===== config.mk =====
export PLATFORM = sky130hd
export DESIGN_NAME = periph_access_guard
export DESIGN_NICKNAME = d
export VERILOG_FILES = /design/src/rtl/acc_guard_pkg.sv /design/src/rtl/pag_key_fsm.sv /design/src/rtl/pag_prot_reg.sv /design/src/rtl/pag_access_judge.sv /design/src/rtl/periph_access_guard.sv
export SDC_FILE = /design/constraint.sdc
export NUM_CORES = 1
export LEC_CHECK = 0
export BUFFER_PORTS_ARGS = -buffer_cell sky130_fd_sc_hd__buf_2
export CAP_MARGIN = 20
export CORE_AREA = 2 2 76 78
export CTS_CLUSTER_DIAMETER = 40
export DETAILED_ROUTE_END_ITERATION = 8
export DIE_AREA = 0 0 78 80
export PLACE_DENSITY = 0.75
export SKIP_CTS_REPAIR_TIMING = 1
export SYNTH_ARGS = -nofsm -noshare
export SYNTH_HDL_FRONTEND = slang
export SYNTH_SLANG_ARGS = --single-unit

===== constraint.sdc =====
create_clock -name clk -period 2.25 [get_ports clk]
set_clock_uncertainty 0.2 [all_clocks]
set_input_delay 0.225 -clock clk [delete_from_list [all_inputs] [get_ports clk]]
set_output_delay 0.225 -clock clk [all_outputs]
set_load 0.01 [all_outputs]

===== src/rtl/acc_guard_pkg.sv =====
package acc_guard_pkg;

    typedef enum logic {
        KEY_SHUT = 1'b0,
        KEY_OPEN = 1'b1
    } key_state_e;

    // Bit position of the read-protect bit for peripheral idx.
    // The word leaves a two-bit hole after the first `gap` peripherals.
    function automatic int unsigned rp_pos(input int unsigned idx, input int unsigned gap);
        return (idx < gap) ? 2 * idx : 2 * idx + 2;
    endfunction

    // All storable bits: read/write-protect pairs plus the error-select bit.
    function automatic logic [31:0] legal_mask(input int unsigned n, input int unsigned gap,
                                               input int unsigned errbit);
        logic [31:0] m;
        m = '0;
        for (int unsigned k = 0; k < n; k++) begin
            m[rp_pos(k, gap)]     = 1'b1;
            m[rp_pos(k, gap) + 1] = 1'b1;
        end
        m[errbit] = 1'b1;
        return m;
    endfunction

endpackage


===== src/rtl/pag_key_fsm.sv =====
module pag_key_fsm
    import acc_guard_pkg::*;
#(
    parameter int unsigned KEY_W      = 16,
    parameter logic [KEY_W-1:0] UNLOCK_KEY = 16'h5AC3
) (
    input  logic             clk,
    input  logic             rst_n,
    input  logic             key_we,
    input  logic [KEY_W-1:0] key_data,
    output logic             open_o
);

    key_state_e state_q, state_d;

    always_ff @(posedge clk or negedge rst_n) begin
        if (!rst_n) state_q <= KEY_SHUT;
        else        state_q <= state_d;
    end

    always_comb begin
        state_d = state_q;
        unique case (state_q)
            KEY_SHUT: if (key_we && key_data == UNLOCK_KEY) state_d = KEY_OPEN;  // UNLOCK
            KEY_OPEN: if (key_we && key_data != UNLOCK_KEY) state_d = KEY_SHUT;  // RELOCK
            default:  state_d = KEY_SHUT;
        endcase
    end

    always_comb begin
        unique case (state_q)
            KEY_OPEN: open_o = 1'b1;
            default:  open_o = 1'b0;
        endcase
    end


    wrong_key_relocks_chk: assert property (@(posedge clk) disable iff (!rst_n)
        key_we && key_data != UNLOCK_KEY |=> !open_o);


    right_key_opens_chk: assert property (@(posedge clk) disable iff (!rst_n)
        key_we && key_data == UNLOCK_KEY |=> open_o);

endmodule


===== src/rtl/pag_prot_reg.sv =====
module pag_prot_reg
    import acc_guard_pkg::*;
#(
    parameter int unsigned N_PERIPH = 14,
    parameter int unsigned GAP_AFTER = 5,
    parameter int unsigned ERR_BIT   = 31
) (
    input  logic        clk,
    input  logic        rst_n,
    input  logic        open_i,
    input  logic        wr_i,
    input  logic [31:0] wdata_i,
    output logic [31:0] prot_o
);

    localparam logic [31:0] LEGAL = legal_mask(N_PERIPH, GAP_AFTER, ERR_BIT);

    logic [31:0] prot_q;

    always_ff @(posedge clk or negedge rst_n) begin
        if (!rst_n)              prot_q <= '0;
        else if (wr_i && open_i) prot_q <= wdata_i & LEGAL;
    end

    assign prot_o = prot_q;


    locked_hold_chk: assert property (@(posedge clk) disable iff (!rst_n)
        !open_i |=> $stable(prot_o));


    no_stray_bits_chk: assert property (@(posedge clk) disable iff (!rst_n)
        (prot_o & ~LEGAL) == 32'd0);

endmodule


===== src/rtl/pag_access_judge.sv =====
module pag_access_judge
    import acc_guard_pkg::*;
#(
    parameter int unsigned N_PERIPH  = 14,
    parameter int unsigned GAP_AFTER = 5,
    parameter int unsigned ERR_BIT   = 31,
    parameter int unsigned IDX_W     = 4
) (
    input  logic             clk,
    input  logic             rst_n,
    input  logic [31:0]      prot_i,
    input  logic             acc_valid,
    input  logic [IDX_W-1:0] acc_idx,
    input  logic             acc_write,
    input  logic             acc_priv,
    input  logic [31:0]      per_rdata_i,
    output logic             per_sel_o,
    output logic             per_we_o,
    output logic [31:0]      acc_rdata_o,
    output logic             acc_block_o,
    output logic             acc_err_o
);

    localparam int unsigned SLOTS = 1 << IDX_W;

    logic [SLOTS-1:0] rd_lock, wr_lock;

    for (genvar g = 0; g < SLOTS; g++) begin : g_slot
        if (g < N_PERIPH) begin : g_guarded
            assign rd_lock[g] = prot_i[rp_pos(g, GAP_AFTER)];
            assign wr_lock[g] = prot_i[rp_pos(g, GAP_AFTER) + 1];
        end else begin : g_open
            assign rd_lock[g] = 1'b0;
            assign wr_lock[g] = 1'b0;
        end
    end

    logic hit;

    always_comb begin
        hit         = acc_valid && !acc_priv && (acc_write ? wr_lock[acc_idx] : rd_lock[acc_idx]);
        acc_block_o = hit;
        acc_err_o   = hit && prot_i[ERR_BIT];
        per_sel_o   = acc_valid && !hit;
        per_we_o    = per_sel_o && acc_write;
        acc_rdata_o = (per_sel_o && !acc_write) ? per_rdata_i : 32'd0;
    end


    priv_never_blocked_chk: assert property (@(posedge clk) disable iff (!rst_n)
        acc_valid && acc_priv |-> !acc_block_o);


    err_only_when_blocked_chk: assert property (@(posedge clk) disable iff (!rst_n)
        acc_err_o |-> acc_block_o && prot_i[ERR_BIT]);


    no_strobe_on_block_chk: assert property (@(posedge clk) disable iff (!rst_n)
        acc_block_o |-> !per_sel_o && !per_we_o);


    blocked_read_zero_chk: assert property (@(posedge clk) disable iff (!rst_n)
        acc_block_o && !acc_write |-> acc_rdata_o == 32'd0);


    unguarded_pass_chk: assert property (@(posedge clk) disable iff (!rst_n)
        acc_valid && acc_idx >= IDX_W'(N_PERIPH) |-> per_sel_o);

endmodule


===== src/rtl/periph_access_guard.sv =====
module periph_access_guard
    import acc_guard_pkg::*;
#(
    parameter int unsigned N_PERIPH   = 14,
    parameter int unsigned GAP_AFTER  = 5,
    parameter int unsigned ERR_BIT    = 31,
    parameter logic [15:0] UNLOCK_KEY = 16'h5AC3
) (
    input  logic        clk,
    input  logic        rst_n,
    input  logic        cfg_we,
    input  logic        cfg_addr,
    input  logic [31:0] cfg_wdata,
    output logic [31:0] prot_o,
    output logic        unlocked_o,
    input  logic        acc_valid,
    input  logic [3:0]  acc_idx,
    input  logic        acc_write,
    input  logic        acc_priv,
    output logic        per_sel_o,
    output logic        per_we_o,
    input  logic [31:0] per_rdata_i,
    output logic [31:0] acc_rdata_o,
    output logic        acc_block_o,
    output logic        acc_err_o
);

    localparam int unsigned IDX_W = 4;

    logic open_w;

    pag_key_fsm #(.KEY_W(16), .UNLOCK_KEY(UNLOCK_KEY)) u_key (
        .clk      (clk),
        .rst_n    (rst_n),
        .key_we   (cfg_we && !cfg_addr),
        .key_data (cfg_wdata[15:0]),
        .open_o   (open_w)
    );

    pag_prot_reg #(.N_PERIPH(N_PERIPH), .GAP_AFTER(GAP_AFTER), .ERR_BIT(ERR_BIT)) u_prot (
        .clk     (clk),
        .rst_n   (rst_n),
        .open_i  (open_w),
        .wr_i    (cfg_we && cfg_addr),
        .wdata_i (cfg_wdata),
        .prot_o  (prot_o)
    );

    pag_access_judge #(.N_PERIPH(N_PERIPH), .GAP_AFTER(GAP_AFTER), .ERR_BIT(ERR_BIT),
                       .IDX_W(IDX_W)) u_judge (
        .clk         (clk),
        .rst_n       (rst_n),
        .prot_i      (prot_o),
        .acc_valid   (acc_valid),
        .acc_idx     (acc_idx),
        .acc_write   (acc_write),
        .acc_priv    (acc_priv),
        .per_rdata_i (per_rdata_i),
        .per_sel_o   (per_sel_o),
        .per_we_o    (per_we_o),
        .acc_rdata_o (acc_rdata_o),
        .acc_block_o (acc_block_o),
        .acc_err_o   (acc_err_o)
    );

    assign unlocked_o = open_w;

endmodule


==> out/qor.yml, run 1 <==
rsz0062_at_grt: "true"
post-route-min-period_ps: 2560
n_antenna_cell: 0
synth.distinct_cells: 30
synth_area_um2: 2130
design_area_um2: 3720
rows: 27
place_ws_ps: -298
routed_wl_mm: 7.28
hold_slack_ps: -7.23
outcome: "complete, but fails checks"
track_usage: 0.186
layout_common_cells: "buf_2 (139), nand2_1 (36), mux2_2 (31), dfrtp_1 (30), nor4b_4 (24)"
cap_violations: 0
die_y_um: 80
routed_via_density: 5.10
instances_no_fill: 429
cts_tree: "built"
p_clk_frac: 0.342
required_ps: 1820
sequentialPowerShare: 0.414
drc: 0
fin_ws_ps: -309
initial_utilization: 0.394
numPortBuffers: 139
finalMaxSlewViolations: 0
dp_cells: 393
clk_pin_slew_worst_paths_ps: 60
finalSetupViolations: 36
cp-end-kind: "output port"
peakVddDrop_uv: 434
grt_pass1_wl_mm: 9.23
period_share: 1.14
tightest_slew_ps: 664
num-nets-final: 431
clock.fmax_mhz: 391
violations: "hold timing, setup timing"
hold_viol: 1
hpwl_mm: 4.56
hp-class: "input port to flip-flop"
io-pin-count: 144
syn_to_final_growth_pct: 74.9
antenna_left: 0
vias: 2189
dieArea_um2: 6240
cts_buffer_depth: 2
first_pass_iters: 5
drt_iter0_drc: 39
ys.flop_type: "dfrtp_1"
wl_per_cell_um: 17.0
synth-seq-cells: 30
cts_sinks: 30
htreeDepth: 2
avgSynthCellArea_um2: 11.8
relSlewSlack: 0.557
grt_max_degree: 37
fillers: 375
synth-edff-count: 0
gr-total-overflow: 0
combPwrFrac: 0.244
root_buffer: "clkbuf_8"
crit_type: "flip-flop to output port"
largest_register_ffs: 29
timing.setup.tns_ps: -9140
synth_cells: 180
clock_latency_ps: 280
drive_above_1_share: 0.703
power_density_nw_per_um2: 350
cp.arrival_ps: 2130
p_sw_frac: 0.268
synthArstFlopShare: 1.00
cp_max_fo: 8
grt_pass1_vias: 1884
die_w_um: 78
start_kind: "flip-flop"
power.leakage_uw: 0.00196
p_int_uw: 955
seq_area_frac_synth: 0.353
postPlaceCellArea_um2: 2980
antenna_found_initial: 0
layout_commonest_cell: "buf_2"
cts_buffers: 5
gp_congestion: 0.752
coreArea_um2: 5410
p_sw_uw: 350
yosysWarnings: 0
## layout make-up
class / count / area, um2 / area share
clock buffer: 6 / 82.6 / 0.0222
clock inverter: 2 / 12.5 / 0.00336
inverter: 3 / 11.3 / 0.00303
multi-input combinational: 129 / 1570 / 0.422
sequential: 30 / 751 / 0.202
tap: 72 / 90.1 / 0.0242
timing repair buffer: 187 / 1200 / 0.324
## final timing paths
| kind | start | endpoint | slack (ps) | depth (start not counted) |
|---|---|---|---|---|
| worst min-delay path | cfg_wdata[28] | u_prot.prot_o[28]$_DFFE_PN0P_ | -7 | 2 |
| worst min register to register | u_prot.prot_o[23]$_DFFE_PN0P_ | u_prot.prot_o[23]$_DFFE_PN0P_ | 330 | 1 |
| max in group asynchronous | rst_n | u_prot.prot_o[23]$_DFFE_PN0P_ | 1100 | 2 |
| min in group asynchronous | rst_n | u_prot.prot_o[6]$_DFFE_PN0P_ | 310 | 2 |
| worst max-delay path | u_prot.prot_o[16]$_DFFE_PN0P_ | acc_rdata_o[7] | -310 | 6 |
| worst max register to register | flip-flop | u_prot.prot_o[27]$_DFFE_PN0P_ | 680 | 3 |
## power groups by stage
stage | combinational [uW] | sequential (uW) | clock, uW
floorplan | 113 | 550 | 0
finish | 319 | 540 | 446
detailed placement | 225 | 550 | 0
CTS | 226 | 540 | 457
global route | 342 | 539 | 483
global placement | 220 | 550 | 0
## synth_stat cells, drive strengths merged (2+ instances only)
| cell type | count | area [um2] |
|---|---|---|
| nor4b | 33 | 452 |
| dfrtp | 30 | 751 |
| clkbuf | 9 | 33.8 |
| nor4bb | 2 | 20.0 |
| mux4 | 6 | 135 |
| nand2 | 36 | 135 |
| mux2 | 31 | 349 |
| nor3 | 3 | 20.0 |
| buf | 11 | 87.6 |
| mux2i | 2 | 20.0 |
| inv | 2 | 7.51 |
## logic make-up after synthesis
group | synth area share
buf+inv | 0.0623
other cells | 0.00176
compound gates | 0.0353
simple gates | 0.311
flops | 0.353
mux | 0.237
## routing by layer
layer  global-route usage  routed length [um]  vias up
met1                0.230                2600     1044
li1                     -                   -     1021
met3               0.0498                 528        9
met5                    0                   0        -
met4               0.0474                  77        0
met2                0.322                4070      115
## stage by stage
stage	util	hold slack, ps	total power, uW
floorplan	-	-271	662
global placement	0.551	89.3	770
detailed placement	0.551	94.4	775
CTS	0.569	-213	1220
global route	0.689	-2.25	1360
finish	0.689	-7.23	1300
## worst max-delay path, stage by stage, from the launching register on
cell	delay (ps)
dfrtp_1	380
mux4_2	510
mux2i_4	220
nor3_4	90
buf_6	170
nor4b_2	290
buf_2	180
Note: power is estimated with default switching activity, not from simulation.
==> run 2, diff against run 1 <==
Settings changed: BUFFER_PORTS_ARGS -buffer_cell sky130_fd_sc_hd__buf_2 to -buffer_cell sky130_fd_sc_hd__buf_4, CORE_AREA 2 2 76 78 to 2 2 79 74, DIE_AREA 0 0 78 80 to 0 0 81 76, PLACE_DENSITY 0.75 to 0.77.
==> run 2 against run 1 <==
Effect of this change:
- the run ends with setup timing left
- combinational power up 6%
- maximum frequency down 1.3%
- non-clock buffer count up 11
- critical path type unchanged
- critical endpoint is now acc_rdata_o[26]
- highest routed layer unchanged
==> out/qor.yml, run 2 (synthesis gave the netlist of run 1 again) <==
cp_top_family: "multiplexers"
period_share: 1.15  # +0.0151
routed_wl_mm: 6.96  # -4.4%
cp_max_fo: 18  # +10
cts_tree: "built"
hp-class: "input port to flip-flop"
power.leakage_uw: 0.00198  # +0.83%
crit_type: "flip-flop to output port"
seqCellArea_um2: 751  # unchanged
cts_buffers: 5  # unchanged
cp.arrival_ps: 2170  # +40 ps
layout_commonest_cell: "buf_4"
antenna_left: 0  # unchanged
crit_buf_inv: 2  # unchanged
clock_latency_ps: 280  # about the same
initial_utilization: 0.394  # about the same
grt_pass1_vias: 2061  # +9.4%
max_stage_delay_ps: 480  # -30 ps
io-pin-count: 144  # unchanged
cp-end-kind: "output port"
cpMaxStageDelayCell: "mux4_2"
multi_input_area_um2: 1360  # -13%
clk_pin_slew_worst_paths_ps: 70  # about the same
gr-total-overflow: 0  # unchanged
dp_cells: 400  # +1.8%
finalSetupViolations: 36  # unchanged
antenna_found_initial: 0  # unchanged
hold_slack_ps: 4.23  # +11.5 ps
gp_congestion: 0.728  # -3.1%
relSlewSlack: 0.652  # +0.0946
instances_no_fill: 438  # +2.1%
syn_to_final_growth_pct: 83.4
violations: "setup timing"
die_w_um: 81  # +3.8%
htreeDepth: 2  # unchanged
post-route-min-period_ps: 2590  # +34.1 ps
drt_iter0_drc: 23  # -41%
drc: 0  # unchanged
fillers: 388  # +3.5%
num-nets-final: 442  # +2.6%
tightest_slew_ps: 515  # -149 ps
dieArea_um2: 6160  # -1.3%
track_usage: 0.197  # +0.0112
cap_violations: 0  # unchanged
vias: 2205  # +0.73%
power_density_nw_per_um2: 340  # -2.9%
layout_common_cells: "buf_4 (166), nand2_1 (36), mux2_2 (31), dfrtp_1 (30), dlygate4sd3_1 (29)"
outcome: "complete, but fails checks"
fin_ws_ps: -343  # -34.1 ps
grt_max_degree: 37  # unchanged
finalMaxSlewViolations: 0  # unchanged
peakVddDrop_uv: 455  # +4.8%
grt_pass1_wl_mm: 9.76  # +5.8%
cts_sinks: 30  # unchanged
first_pass_iters: 4  # -1
rows: 26  # -3.7%
die_y_um: 76  # -5.0%
rsz0062_at_grt: "true"
drive_above_1_share: 0.677  # -0.0265
coreArea_um2: 5400  # about the same
largest_register_ffs: 29  # unchanged
crit_path_cell_trace: "mux4_2 -> mux2i_2 -> a211oi_4 -> clkbuf_16 -> nor4b_2 -> buf_4"
root_buffer: "clkbuf_8"
routed_via_density: 5.03  # -1.3%
cts_buffer_depth: 2  # unchanged
numPortBuffers: 139  # unchanged
n_antenna_cell: 0  # unchanged
clock.fmax_mhz: 386  # -1.3%
hold_viol: 0  # -1
required_ps: 1820  # about the same
hpwl_mm: 4.73  # +3.9%
start_kind: "flip-flop"
wl_per_cell_um: 15.9  # -6.3%
run 2: cell types whose count changed in the layout (fill, tap and decap cells not counted), sizes merged:
cell         before  now
clkbuf            9    8
clkinvlp          1    0
dlygate4sd3      21   29
buf             163  168
run 2: worst paths after layout:
kind	from	to	slack [ps]	depth (start not counted)
min	cfg_wdata[8]	u_prot.prot_o[8]$_DFFE_PN0P_	4	2
max in group asynchronous	rst_n	u_prot.prot_o[29]$_DFFE_PN0P_	1360	2
min in group asynchronous	rst_n	u_prot.prot_o[26]$_DFFE_PN0P_	190	2
max reg2reg	flip-flop	u_prot.prot_o[5]$_DFFE_PN0P_	680	3
min reg2reg	u_prot.prot_o[26]$_DFFE_PN0P_	u_prot.prot_o[26]$_DFFE_PN0P_	330	1
max	u_prot.prot_o[24]$_DFFE_PN0P_	acc_rdata_o[26]	-340	6
run 2: power breakdown:
part | internal (uW) | total (uW) | leakage [uW] | switching [uW]
clock | 246 | 452 | 0.0000482 | 206
sequential | 540 | 540 | 0.000419 | 0.0746
combinational | 203 | 337 | 0.00151 | 134
run 2: worst reg2reg max path, stage by stage, from the launching register on:
cell	delay, ps
dfrtp_1	400
nand3_1	100
buf_4	350
mux2_2	400
run 2: stage by stage:
stage / setup TNS (ps) / power (uW) / setup WS (ps) / instance area (um2) / utilization
floorplan: 0 / 662 / 13.0 / 2140 / -
global placement: -1790 / 825 / -111 / 3390 / 0.628
detailed placement: -2230 / 829 / -183 / 3390 / 0.628
CTS: -11390 / 1280 / -443 / 3480 / 0.645
global route: -13180 / 1380 / -406 / 3900 / 0.723
finish: -10260 / 1330 / -343 / 3900 / 0.723
run 2: layer usage:
| layer | vias to the layer above | track usage | routed length, um |
|---|---|---|---|
| met5 | - | 0 | 0 |
| met4 | 0 | 0.0458 | 92 |
| met3 | 9 | 0.0581 | 704 |
| met2 | 109 | 0.345 | 3620 |
| met1 | 1051 | 0.234 | 2540 |
| li1 | 1036 | - | - |
run 2: area by class of cell:
type / count / area share
clock buffer: 7 / 0.0221
clock inverter: 1 / 0.00128
inverter: 3 / 0.00289
multi-input combinational: 129 / 0.349
sequential: 30 / 0.192
tap: 70 / 0.0224
timing repair buffer: 198 / 0.410
==> run 3, diff against run 2 <==
Settings changed: CORE_AREA 2 2 79 74 to 2 2 77 71, DIE_AREA 0 0 81 76 to 0 0 79 73, PLACE_DENSITY 0.77 to 0.78, SYNTH_HIERARCHICAL set to 1, TNS_END_PERCENT set to 1.
==> run 3 against run 2 <==
Effect of this change:
- the run still ends with setup timing left
- non-clock buffer count is 9 lower
- total power is 2.2% lower
- sequential power hardly changed
- area after synthesis is 7.5% lower
- largest cell class unchanged
- count of clock-buffer cells in the layout is 1 lower
- combinational power is 6% lower
- synthesized cell count is 1.7% higher
- sequential share of layout area is 1.3 points higher
- design area is 6.4% lower
- clock power is 2% lower
- critical endpoint is now acc_err_o
- highest routed layer unchanged
==> out/qor.yml, run 3 <==
track_usage: 0.192  # -0.00538
period_share: 1.10  # -0.0561
vias: 2086  # -5.4%
cpMaxStageDelayCell: "a2111oi_4"
power.leakage_uw: 0.00198  # about the same
instances_no_fill: 431  # -1.6%
post-route-min-period_ps: 2470  # -126 ps
cts_tree: "built"
numPortBuffers: 139  # unchanged
coreArea_um2: 5070  # -6.2%
antenna_left: 0  # unchanged
hpwl_mm: 4.51  # -4.7%
synth.top_cell.area_share: 0.381  # +0.0285
peakVddDrop_uv: 310  # -32%
violations: "setup timing"
largest_register_ffs: 29  # unchanged
cts_sinks: 30  # unchanged
routed_wl_mm: 6.24  # -10%
clock_latency_ps: 270  # about the same
p_sw_uw: 323  # -4.9%
cp-end-kind: "output port"
n_antenna_cell: 0  # unchanged
hp-class: "input port to flip-flop"
antenna_found_initial: 0  # unchanged
synth_area_um2: 1970  # -7.5%
layout_commonest_cell: "buf_4"
cp.arrival_ps: 2040  # -130 ps
synth-simple-area-share: 0.215  # -0.0963
timing.setup.tns_ps: -6490  # +3770 ps
grt_pass1_wl_mm: 8.68  # -11%
finalSetupViolations: 36  # unchanged
die_w_um: 79  # -2.5%
drt_iter0_drc: 35  # +52%
fin_util: 0.721  # -0.00167
num-nets-final: 438  # -0.90%
synthTopCellsByArea: "dfrtp_1 (38%), mux2_2 (12%), nor3_1 (8.1%), mux2_4 (7.6%), nand2_1 (7.1%)"
synth-edff-count: 0  # unchanged
power_density_nw_per_um2: 356  # +4.5%
synth_cells: 183  # +1.7%
fin_ws_ps: -217  # +126 ps
die_y_um: 73  # -3.9%
synth_common_cells: "nand2_1 (37), nor3_1 (32), dfrtp_1 (30)"
dp_cells: 394  # -1.5%
synth_xor_area_frac: 0  # unchanged
clk_pin_slew_worst_paths_ps: 60  # about the same
postPlaceCellArea_um2: 3170  # -6.5%
max_stage_delay_ps: 420  # -60 ps
synthArstFlopShare: 1.00  # unchanged
start_kind: "flip-flop"
htreeDepth: 2  # unchanged
p_int_uw: 977  # -1.2%
crit_buf_inv: 2  # unchanged
cp_max_fo: 36  # +18
synth-seq-cells: 30  # unchanged
rsz0062_at_grt: "true"
synth_compound_area_frac: 0.0496  # +0.0143
synth_top_family_by_area: "multiplexers"
initial_utilization: 0.389  # -0.00547
outcome: "complete, but fails checks"
grt_pass1_vias: 1929  # -6.4%
fillers: 386  # -0.52%
yosysWarnings: 6  # +6
root_buffer: "clkbuf_8"
seq_area_frac_synth: 0.381  # +0.0285
grt_max_degree: 37  # unchanged
power_uw: 1300  # -2.2%
crit_type: "flip-flop to output port"
wl_per_cell_um: 14.5  # -8.8%
p_sw_frac: 0.248  # -0.00704
cts_buffer_depth: 2  # unchanged
drc: 0  # unchanged
layout_common_cells: "buf_4 (154), nand2_1 (37), dfrtp_1 (30), dlygate4sd3_1 (29), mux2_2 (21)"
sequentialPowerShare: 0.415  # +0.009
yosysMostFrequentCell: "nand2_1"
synth.distinct_cells: 33  # +10%
cap_violations: 0  # unchanged
synth.area.mux_share: 0.273  # +0.0363
gp_congestion: 0.781  # +7.2%
design_area_um2: 3650  # -6.4%
rows: 25  # -3.8%
gr-total-overflow: 0  # unchanged
cp_top_family: "compound AO/OA/AOI/OAI gates"
hold_viol: 0  # unchanged
syn_to_final_growth_pct: 85.5
combPwrFrac: 0.245  # -0.008
io-pin-count: 144  # unchanged
synth_largest_area_cell: "dfrtp_1"
finalMaxSlewViolations: 0  # unchanged
synthAdderAreaFrac: 0  # unchanged
clock.fmax_mhz: 405  # +5.1%
routed_via_density: 4.84  # -3.9%
required_ps: 1820  # about the same
crit_path_cell_trace: "mux2i_1 -> o221a_2 -> a2111oi_4 -> buf_12 -> o211a_1 -> buf_6"
cts_buffers: 5  # unchanged
ys.flop_type: "dfrtp_1"
dieArea_um2: 5770  # -6.3%
drive_above_1_share: 0.624  # -0.0530
avgSynthCellArea_um2: 10.8  # -9.0%
p_clk_frac: 0.340  # about the same
first_pass_iters: 4  # unchanged
run 3: cell type report:
type,count,area (um2),share of cell area
Timing Repair Buffer,189,1550,0.424
Multi-Input combinational cell,135,1170,0.320
Sequential cell,30,751,0.205
Tap cell,67,83.8,0.0229
Clock buffer,6,82.6,0.0226
Clock inverter,2,12.5,0.00342
Inverter,2,7.51,0.00205
run 3: power groups by stage:
stage          clock, uW  sequential (uW)  combinational [uW]
3_5_place_dp           0              550                 267
6_report             442              540                 318
5_1_grt              478              539                 344
3_3_place_gp           0              550                 263
4_1_cts              460              539                 268
2_1_floorplan          0              550                94.1
run 3: kinds of logic after synthesis:
logic type,count (synthesis)
simple gates,85
mux,38
flops,30
buf+inv,20
compound gates,9
other cells,1
run 3: worst paths after layout:
check                      cells after the start  slack, ps                          start                             to
setup / recovery                               6       -220  u_prot/prot_o[15]$_DFFE_PN0P_                      acc_err_o
hold / removal                                 2          2                  cfg_wdata[14]  u_prot/prot_o[14]$_DFFE_PN0P_
setup reg to reg                               3        680                      flip-flop  u_prot/prot_o[28]$_DFFE_PN0P_
hold reg to reg                                1        330  u_prot/prot_o[14]$_DFFE_PN0P_  u_prot/prot_o[14]$_DFFE_PN0P_
max in group asynchronous                      2       1360                          rst_n  u_prot/prot_o[14]$_DFFE_PN0P_
min in group asynchronous                      2        210                          rst_n   u_prot/prot_o[1]$_DFFE_PN0P_
run 3: stage by stage:
step                hold slack (ps)  setup slack (ps)
finish                         1.60              -217
detailed placement            -26.9             -69.1
global placement              -33.1              -102
global route                   6.29              -341
CTS                            -328              -292
floorplan                      -271              86.1
run 3: worst register-to-register path: stages, from the launching register on:
cell,delay [ps]
dfrtp_1,400
nand2_1,60
buf_4,380
mux2_2,410
run 3: per-layer routing:
layer  track usage  vias up  wire [um]
met3        0.0619        6        528
met5             0        -          0
met4        0.0402        0         68
li1              -     1005          -
met2         0.353       93       3290
met1         0.218      982       2360
